[src/rtl/irqc_pkg.sv]
package irqc_pkg;
  // Register word offsets; software decodes these, so they are fixed.
  localparam int unsigned OFS_PEND   = 0;  // sticky event status, write-one-to-clear
  localparam int unsigned OFS_ALLOW  = 2;  // per-source enable
  localparam int unsigned OFS_URGENT = 3;  // 1 = drive the critical output
  localparam int unsigned OFS_POL    = 4;  // 1 = rising / active-high
  localparam int unsigned OFS_KIND   = 5;  // 1 = edge, 0 = level
  localparam int unsigned OFS_ACTIVE = 6;  // read-only: pending AND enable
endpackage

[src/rtl/irqc_sync.sv]
// Multi-stage synchronizer plus one history stage for edge detection.
module irqc_sync #(
  parameter int unsigned W      = 32,
  parameter int unsigned STAGES = 2
) (
  input  logic         clk,
  input  logic         rst,
  input  logic [W-1:0] din,
  output logic [W-1:0] cur,
  output logic [W-1:0] last
);
  localparam int unsigned DEPTH = STAGES + 1;

  logic [W-1:0] pipe [DEPTH];

  always_ff @(posedge clk) begin
    if (rst) begin
      for (int i = 0; i < DEPTH; i++) pipe[i] <= '0;
    end else begin
      pipe[0] <= din;
      for (int i = 1; i < DEPTH; i++) pipe[i] <= pipe[i-1];
    end
  end

  assign cur  = pipe[STAGES-1];
  assign last = pipe[STAGES];
endmodule

[src/rtl/irqc_detect.sv]
// Per-source sensing: edge or level, either polarity.
module irqc_detect #(
  parameter int unsigned W = 32
) (
  input  logic [W-1:0] cur,
  input  logic [W-1:0] last,
  input  logic [W-1:0] pol,
  input  logic [W-1:0] kind,
  output logic [W-1:0] hit
);
  for (genvar b = 0; b < W; b++) begin : g_bit
    logic rise, fall, edge_hit, lvl_hit;
    assign rise     = cur[b] & ~last[b];
    assign fall     = ~cur[b] & last[b];
    assign edge_hit = pol[b] ? rise : fall;
    assign lvl_hit  = ~(cur[b] ^ pol[b]);
    assign hit[b]   = kind[b] ? edge_hit : lvl_hit;
  end
endmodule

[src/rtl/irqc_regs.sv]
// Register file: configuration, sticky status and registered read mux.
module irqc_regs
  import irqc_pkg::*;
#(
  parameter int unsigned W  = 32,
  parameter int unsigned AW = 4
) (
  input  logic          clk,
  input  logic          rst,
  input  logic [AW-1:0] addr,
  input  logic          wr,
  input  logic [W-1:0]  wdata,
  input  logic [W-1:0]  hit,
  output logic [W-1:0]  rdata,
  output logic [W-1:0]  pend,
  output logic [W-1:0]  allow,
  output logic [W-1:0]  urgent,
  output logic [W-1:0]  pol,
  output logic [W-1:0]  kind
);
  logic          sel_pend, sel_allow, sel_urgent, sel_pol, sel_kind, sel_active;
  logic [W-1:0]  wipe;
  logic [W-1:0]  rd_mux;

  assign sel_pend   = (addr == AW'(OFS_PEND));
  assign sel_allow  = (addr == AW'(OFS_ALLOW));
  assign sel_urgent = (addr == AW'(OFS_URGENT));
  assign sel_pol    = (addr == AW'(OFS_POL));
  assign sel_kind   = (addr == AW'(OFS_KIND));
  assign sel_active = (addr == AW'(OFS_ACTIVE));

  assign wipe = (wr && sel_pend) ? wdata : '0;

  always_ff @(posedge clk) begin
    if (rst) begin
      pend   <= '0;
      allow  <= '0;
      urgent <= '0;
      pol    <= '0;
      kind   <= '0;
    end else begin
      // a fresh detection outranks a clear of the same bit
      pend <= (pend & ~wipe) | hit;
      if (wr && sel_allow)  allow  <= wdata;
      if (wr && sel_urgent) urgent <= wdata;
      if (wr && sel_pol)    pol    <= wdata;
      if (wr && sel_kind)   kind   <= wdata;
    end
  end

  always_comb begin
    rd_mux = '0;
    if (sel_pend)   rd_mux = pend;
    if (sel_allow)  rd_mux = allow;
    if (sel_urgent) rd_mux = urgent;
    if (sel_pol)    rd_mux = pol;
    if (sel_kind)   rd_mux = kind;
    if (sel_active) rd_mux = pend & allow;
  end

  always_ff @(posedge clk) begin
    if (rst) rdata <= '0;
    else     rdata <= rd_mux;
  end
endmodule

[src/rtl/irqc_route.sv]
// Splits masked status into the two registered output levels.
module irqc_route #(
  parameter int unsigned W = 32
) (
  input  logic         clk,
  input  logic         rst,
  input  logic [W-1:0] pend,
  input  logic [W-1:0] allow,
  input  logic [W-1:0] urgent,
  output logic         crit,
  output logic         noncrit
);
  logic [W-1:0] live;

  assign live = pend & allow;

  always_ff @(posedge clk) begin
    if (rst) begin
      crit    <= 1'b0;
      noncrit <= 1'b0;
    end else begin
      crit    <= |(live & urgent);
      noncrit <= |(live & ~urgent);
    end
  end
endmodule

[src/rtl/irq_ctrl32.sv]
module irq_ctrl32 #(
  parameter int unsigned N_SRC       = 32,
  parameter int unsigned ADDR_W      = 4,
  parameter int unsigned SYNC_STAGES = 2
) (
  input  logic              clk,
  input  logic              rst,
  input  logic [N_SRC-1:0]  irq_src,
  input  logic [ADDR_W-1:0] bus_addr,
  input  logic              bus_wr,
  input  logic [N_SRC-1:0]  bus_wdata,
  output logic [N_SRC-1:0]  bus_rdata,
  output logic              irq_crit,
  output logic              irq_noncrit
);
  localparam int unsigned TOP = N_SRC - 1;

  logic [N_SRC-1:0] src_bits;   // register bit order: source n at bit TOP-n
  logic [N_SRC-1:0] cur_s, last_s, set_v;
  logic [N_SRC-1:0] pend_q, allow_q, urgent_q, pol_q, kind_q;

  for (genvar n = 0; n < N_SRC; n++) begin : g_order
    assign src_bits[TOP-n] = irq_src[n];
  end

  irqc_sync #(.W(N_SRC), .STAGES(SYNC_STAGES)) u_sync (
    .clk  (clk),
    .rst  (rst),
    .din  (src_bits),
    .cur  (cur_s),
    .last (last_s)
  );

  irqc_detect #(.W(N_SRC)) u_detect (
    .cur  (cur_s),
    .last (last_s),
    .pol  (pol_q),
    .kind (kind_q),
    .hit  (set_v)
  );

  irqc_regs #(.W(N_SRC), .AW(ADDR_W)) u_regs (
    .clk    (clk),
    .rst    (rst),
    .addr   (bus_addr),
    .wr     (bus_wr),
    .wdata  (bus_wdata),
    .hit    (set_v),
    .rdata  (bus_rdata),
    .pend   (pend_q),
    .allow  (allow_q),
    .urgent (urgent_q),
    .pol    (pol_q),
    .kind   (kind_q)
  );

  irqc_route #(.W(N_SRC)) u_route (
    .clk     (clk),
    .rst     (rst),
    .pend    (pend_q),
    .allow   (allow_q),
    .urgent  (urgent_q),
    .crit    (irq_crit),
    .noncrit (irq_noncrit)
  );
endmodule

[config.mk]
export PLATFORM = sky130hd
export DESIGN_NAME = irq_ctrl32
export DESIGN_NICKNAME = d
export VERILOG_FILES = /design/src/rtl/irqc_pkg.sv /design/src/rtl/irqc_sync.sv /design/src/rtl/irqc_detect.sv /design/src/rtl/irqc_regs.sv /design/src/rtl/irqc_route.sv /design/src/rtl/irq_ctrl32.sv
export SDC_FILE = /design/constraint.sdc
export NUM_CORES = 1
export LEC_CHECK = 0
export BUFFER_PORTS_ARGS = -buffer_cell sky130_fd_sc_hd__buf_2
export CAP_MARGIN = 20
export CELL_PAD_IN_SITES_DETAIL_PLACEMENT = 0
export CELL_PAD_IN_SITES_GLOBAL_PLACEMENT = 2
export CORE_MARGIN = 8
export CORE_UTILIZATION = 34
export CTS_BUF_LIST = sky130_fd_sc_hd__clkbuf_4 sky130_fd_sc_hd__clkbuf_8
export DETAILED_ROUTE_END_ITERATION = 7
export PLACE_DENSITY_LB_ADDON = 0.1
export SETUP_SLACK_MARGIN = 0.3
export SLEW_MARGIN = 20
export SYNTH_ARGS = -nofsm -noshare
export SYNTH_HDL_FRONTEND = slang
export SYNTH_SLANG_ARGS = --single-unit
[constraint.sdc]
create_clock -name clk -period 1.4 [get_ports clk]
set_clock_uncertainty 0.15 [all_clocks]
set_input_delay 0.21 -clock clk [delete_from_list [all_inputs] [get_ports clk]]
set_output_delay 0.21 -clock clk [all_outputs]
set_load 0.005 [all_outputs]
== Yosys cells after proc, flatten, opt, wreduce, memory -nomap -nowiden ==
Memories as Yosys holds them, arrays and structs flattened.
Index checks and enable logic that the tools add are counted.
Storage, ports and cells
  bits in registers: 194
  RAM bits: 96
  input port bits: 71
  memories: 1
Memories
  u_sync.pipe: depth 3, width 32, rd ports 3, clocked after memory_dff 0, wr ports 3, line irqc_sync.sv:14  | logic [W-1:0] pipe [DEPTH];
Cells by class
  equality and inequality tests: 5
  muxes and demuxes: 77
  bitwise operators: 202
  reduce and logical (&&, ||, !) cells: 8
Operator list (number)
  $mux 32: 10
  $and 32x32->32: 4
  $not 1->1: 96
  $mux 1: 67
  $and 1x1->1: 64
  $not 32->32: 2
  $reduce_or 32->1: 2
  $or 32x32->32: 1
  $xor 1x1->1: 32
  $eq 4x3->1 const B: 3
  $eq 4x2->1 const B: 2
  $logic_and 1x1->1: 5
  $logic_not 4->1: 1
  $or 1x1->1: 3

== Longest topological paths before layout ==
  word-level depth: 7
  gate-level depth with buffers: 8

== Hierarchy ==
Synthesis repeated with hierarchy kept, for this count alone.
Second synthesis, totals
  cells, all modules: 1570
  area, all modules: 12796.0 um^2
Modules (own cells, without submodules)
  irqc_regs: times used 1, cells an instance 1080, area each 8334.2 um^2, seq. area each 3843.7 um^2
  irqc_sync: times used 1, cells an instance 266, area each 3080.5 um^2, seq. area each 1921.8 um^2
  irqc_detect: times used 1, cells an instance 128, area each 840.8 um^2, seq. area each 0.0 um^2
  irqc_route: times used 1, cells an instance 96, area each 540.5 um^2, seq. area each 40.0 um^2

== Worst setup path before layout ==
No wires, ideal clock.
  path kind: input port to flip-flop
  start: input bus_addr[2]
  end: register u_regs.rdata[5]
  data arrival time: 1239 ps
  slack: -129 ps
  cell stages on the path: 6
  cells stage by stage: buf_2 -> and4bb_2 -> buf_2 -> buf_2 -> a221oi_1 -> a221oi_1
On the way
  word-level cells in the longest chain between the ends: 7
Ends and longest elaborated chain
  from (decl): line irq_ctrl32.sv:9  | input logic [ADDR_W-1:0] bus_addr,
  $logic_not 4->1: line irqc_regs.sv:25  | assign sel_pend = (addr == AW'(OFS_PEND));
  $mux 32: line irqc_regs.sv:53  | if (sel_pend) rd_mux = pend;
  $mux 32: line irqc_regs.sv:54  | if (sel_allow) rd_mux = allow;
  $mux 32: line irqc_regs.sv:55  | if (sel_urgent) rd_mux = urgent;
  $mux 32: line irqc_regs.sv:56  | if (sel_pol) rd_mux = pol;
  $mux 32: line irqc_regs.sv:57  | if (sel_kind) rd_mux = kind;
  $mux 32 (*): line irqc_regs.sv:58  | if (sel_active) rd_mux = pend & allow;
  to (signal assigned): line irqc_regs.sv:63  | else rdata <= rd_mux;
  to (decl): line irqc_regs.sv:14  | output logic [W-1:0] rdata,
Mark *: on every way between the ends. The rest lies on a longest branch, timed or not.
A chain may end at the register's enable or synchronous reset.

== Final worst setup path ==
  start: register u_regs.rdata[8]
  end: output bus_rdata[8]
RTL lines
  to (decl): line irq_ctrl32.sv:12  | output logic [N_SRC-1:0] bus_rdata,
No word-level cell between the ends.

==> summary.md <==
| Metric | Value |
|---|---|
| Drt first-iter violations | around 560 |
| Vias in the first global route | approximately 11000 |
| Simple-Gate Fraction of Synth Area | 0.235 |
| Ys Warns | 0 |
| Clock Path Buffers | 3 |
| HPWL after DPL | between 20000 and 30000 um |
| Largest net degree at the start of global routing | between 60 and 70 |
| Slew of the pin with the lowest slew margin | around 0.43 ns |
| Int Pwr | about 14000 uW |
| Mapped cell area | roughly 12000 um^2 |
| CP cell instances | buf_6 |
| Netlist cell types | 38 |
| Status | finished with violations |
| GRT Overall Usage | 0.198 |
| Post-route setup slack | -0.0282 ns |
| Psw | 4650 uW |
| Final Max Slew Viols | 0 |
| Number of nets in the layout | approximately 1800 |
| Max_cap viols | 0 |
| Arrival @ worst endpoint | 1.07 ns |
| Crit. End Element | output port |
| Post-layout min period | 1.43 ns |
| Die area | between 40000 and 50000 um^2 |
| Gate power share | 0.084 |
| H-tree levels | 2 |
| Initial Util | 0.345 |
| Ys async rst share | 0 |
| Slowest stage cell, crit path | dfxtp_4 |
| Clock Pin Slew Worst Setup and Hold Paths | 0.06 ns |
| Die X | ~200 um |
| Post-Syn Area per Cell | 8.37 um^2 |
| Power share of the clock group | 0.462 |
| Sequential Power Share | 0.454 |
| Wl on met1 | 19100 um |
| Gr ovfl total | 0 |
| Fraction of synthesized area in multiplexers | 0.0278 |
| Met3 WL post-DR | ~2000 um |
| Sw frac | 0.243 |
| Hold Slack | 0.0184 ns |
| P_leak | between 0.006 and 0.007 uW |
| Met2 routed wirelength | 19100 um |
| CTS root buffer | clkbuf_8 |
| Input/output buffers | approximately 100 |
| Prevailing post-synth register cell | dfxtp_1 |
| Worst skew pair latency | about 0.6 ns |
| Final Setup Violations | 6 |
| Clock sinks | 290 |
| Vias post-DR | 10964 |
| Top Layer Used | met4 |
| Core Region | between 30000 and 40000 um^2 |
| Area fraction in compound gates after synthesis | 0.185 |
| Crit Path Max Fanout | 1 |
| Post-placement cell count | about 2000 |
| Peak per-stage delay on the critical path | between 0.3 and 0.4 ns |
| RSZ-0062 raised after global routing | true |
| Area Overhead vs Synth | 48.1% |
| Syn_nets | 1448 |
| I/O pin cnt | approximately 110 |
| Top cell type by total area after synthesis | dfxtp_1 |
| Area fraction of the dominant cell type after synthesis | 0.504 |
| Rows | 67 |
| Largest family of logic cells by synthesized area | simple AND/OR/NAND/NOR gates |
| DRC | 0 |
| Synth Area in XOR/XNOR | 0.00152 |
| Final hold violation count | 0 |
| Layout Cells excl Fill | ~2200 |
| Delay-heaviest family, CP | flip-flops |
| Synthesized flop and latch total | a little under 300 |
| Initial antenna violation count | 1 |
| Number of synthesized flops with an enable pin | 0 |
| Avg WL per Cell | 19.1 um |
| Worst vdd ir | 0.917 mV |
| Seq/Total Area, Yosys | 0.504 |
| Ant. Diodes | 0 |
| RePlAce Congestion | 0.846 |
| Height of the chip | around 200 um |
| Cells after Synth | approximately 1400 |
| DP Worst Slack | -0.451 ns |
| Fin crit share | 1.02 |
| WP data required | approximately 1.0 ns |
| HP Class | in2reg |
| Slew HR | 0.716 |
| Commonest non-fill, non-tap cell in the layout | nand2_1 |
| Final wirelength | 41500 um |
| Share of post-route cells with drive strength above 1 | 0.378 |
| Top post-synthesis cells by area | dfxtp_1 50%, nand2_1 11%, a21oi_1 7.3% |
| Routed Antenna Nets | 0 |
| CTS tree | done |
| Kind of critical path | reg2out |
| Most frequent cells in the layout | 331 x nand2_1, 158 x dfxtp_1, 156 x a21oi_1, 113 x nor2b_1, 109 x buf_4 |
| First-pass GRT wire length | roughly 64000 um |
| Adder-Cell Fraction of Synth Area | 0 |
| Peak Freq | about 0.7 GHz |
| Drt pass-1 iters | 5 |
| Area after DPL | ~14000 um^2 |
| Avg Vias per Cell | ~5.0 |
| Total CTS buffers | 52 |
| WP buf/inv | 1 |
| Fin area | about 17000 um^2 |
| Failing checks | negative setup slack |
| Power density over the cells | around 1100 nW/um^2 |
| CP startpoint kind | flip-flop |
[power by group through the flow]
stage | registers [uW] | logic, uW | clock network, uW
floorplan | 8820 | 685 | 0
global placement | 8870 | 1300 | 0
detailed placement | 8870 | 1310 | 0
CTS | 8710 | 1550 | 9100
global route | 8710 | 1750 | 9480
finish | 8690 | 1610 | 8850
[layer usage]
layer,track usage,vias up
li1,-,5409
met1,0.261,5228
met2,0.320,248
met3,0.0374,79
met4,0.0688,0
met5,0,-
[worst paths after layout]
| check | startpoint | to | slack, ns | depth (start not counted) |
|---|---|---|---|---|
| worst min-delay path | rst | u_regs.kind[25] | 0.02 | 4 |
| worst min register to register | u_sync.pipe[0][10] | u_sync.pipe[0][42] | 0.28 | 1 |
| worst max register to register | u_regs.pend[9] | u_route.noncrit | -0.01 | 4 |
| worst max-delay path | u_regs.rdata[8] | bus_rdata[8] | -0.03 | 1 |
[logic make-up after synthesis]
kind of cell | count (synthesis)
simple gates | 582
compound gates | 348
flops | 290
buf+inv | 123
mux | 32
xor+xnor | 2
[flip-flops by register name, indices dropped and copies added (netlist names)]
| name | cells |
|---|---|
| u_route.crit | 1 |
| u_regs.pend | 32 |
| u_regs.kind | 32 |
| u_route.noncrit | 1 |
| u_regs.urgent | 32 |
| u_regs.rdata | 32 |
| u_regs.allow | 32 |
| u_regs.pol | 32 |
| u_sync.pipe | 96 |
[cell type report]
class                      instances  area [um^2]
inverter                          31          116
multi-input combinational        964         6030
clock inverter                     9         98.8
clock buffer                      85         1080
timing repair buffer             347         3110
fill                            3234        16400
tap                              448          561
sequential                       290         6080
[cell usage after synthesis, types with 2 or more instances]
cell and number:
buf_1 2, and2_1 2, and4bb_2 2, nor2_1 10, mux2i_1 32, o21ai_0 43, clkbuf_1 55, inv_1 31
nor3_1 33, nand4_1 9, a21oi_1 168, o22ai_1 12, or2_2 2, nand2_1 347, a211oi_1 13, nor2b_1 127
o2bb2ai_1 26, buf_4 5, dfxtp_1 290, a221oi_1 50, buf_2 27, nand3_1 34, a31oi_1 31, o2111ai_1 2
buf_6 3, nand3b_1 6, nor4_1 4
[through the flow]
stage / utilization / setup TNS [ns] / total power, uW
after floorplan: - / -5.49 / 9500
after global placement: 0.412 / -46.35 / 10200
after detailed placement: 0.412 / -51.28 / 10200
after CTS: 0.493 / -0.773 / 19400
after global routing: 0.510 / -0.877 / 19900
final: 0.510 / -0.101 / 19100
[timing repair]
action / 4_1_cts / 5_1_grt
resized for setup: 251 / 140
setup endpoints to repair: 108 / 172
hold endpoints to repair: 199 / 0
pin swaps: 98 / 38
hold buffers: 66 / 0
setup buffers: 11 / 6
cloned: 0 / 1
Note: power is estimated with default switching activity, not from simulation.
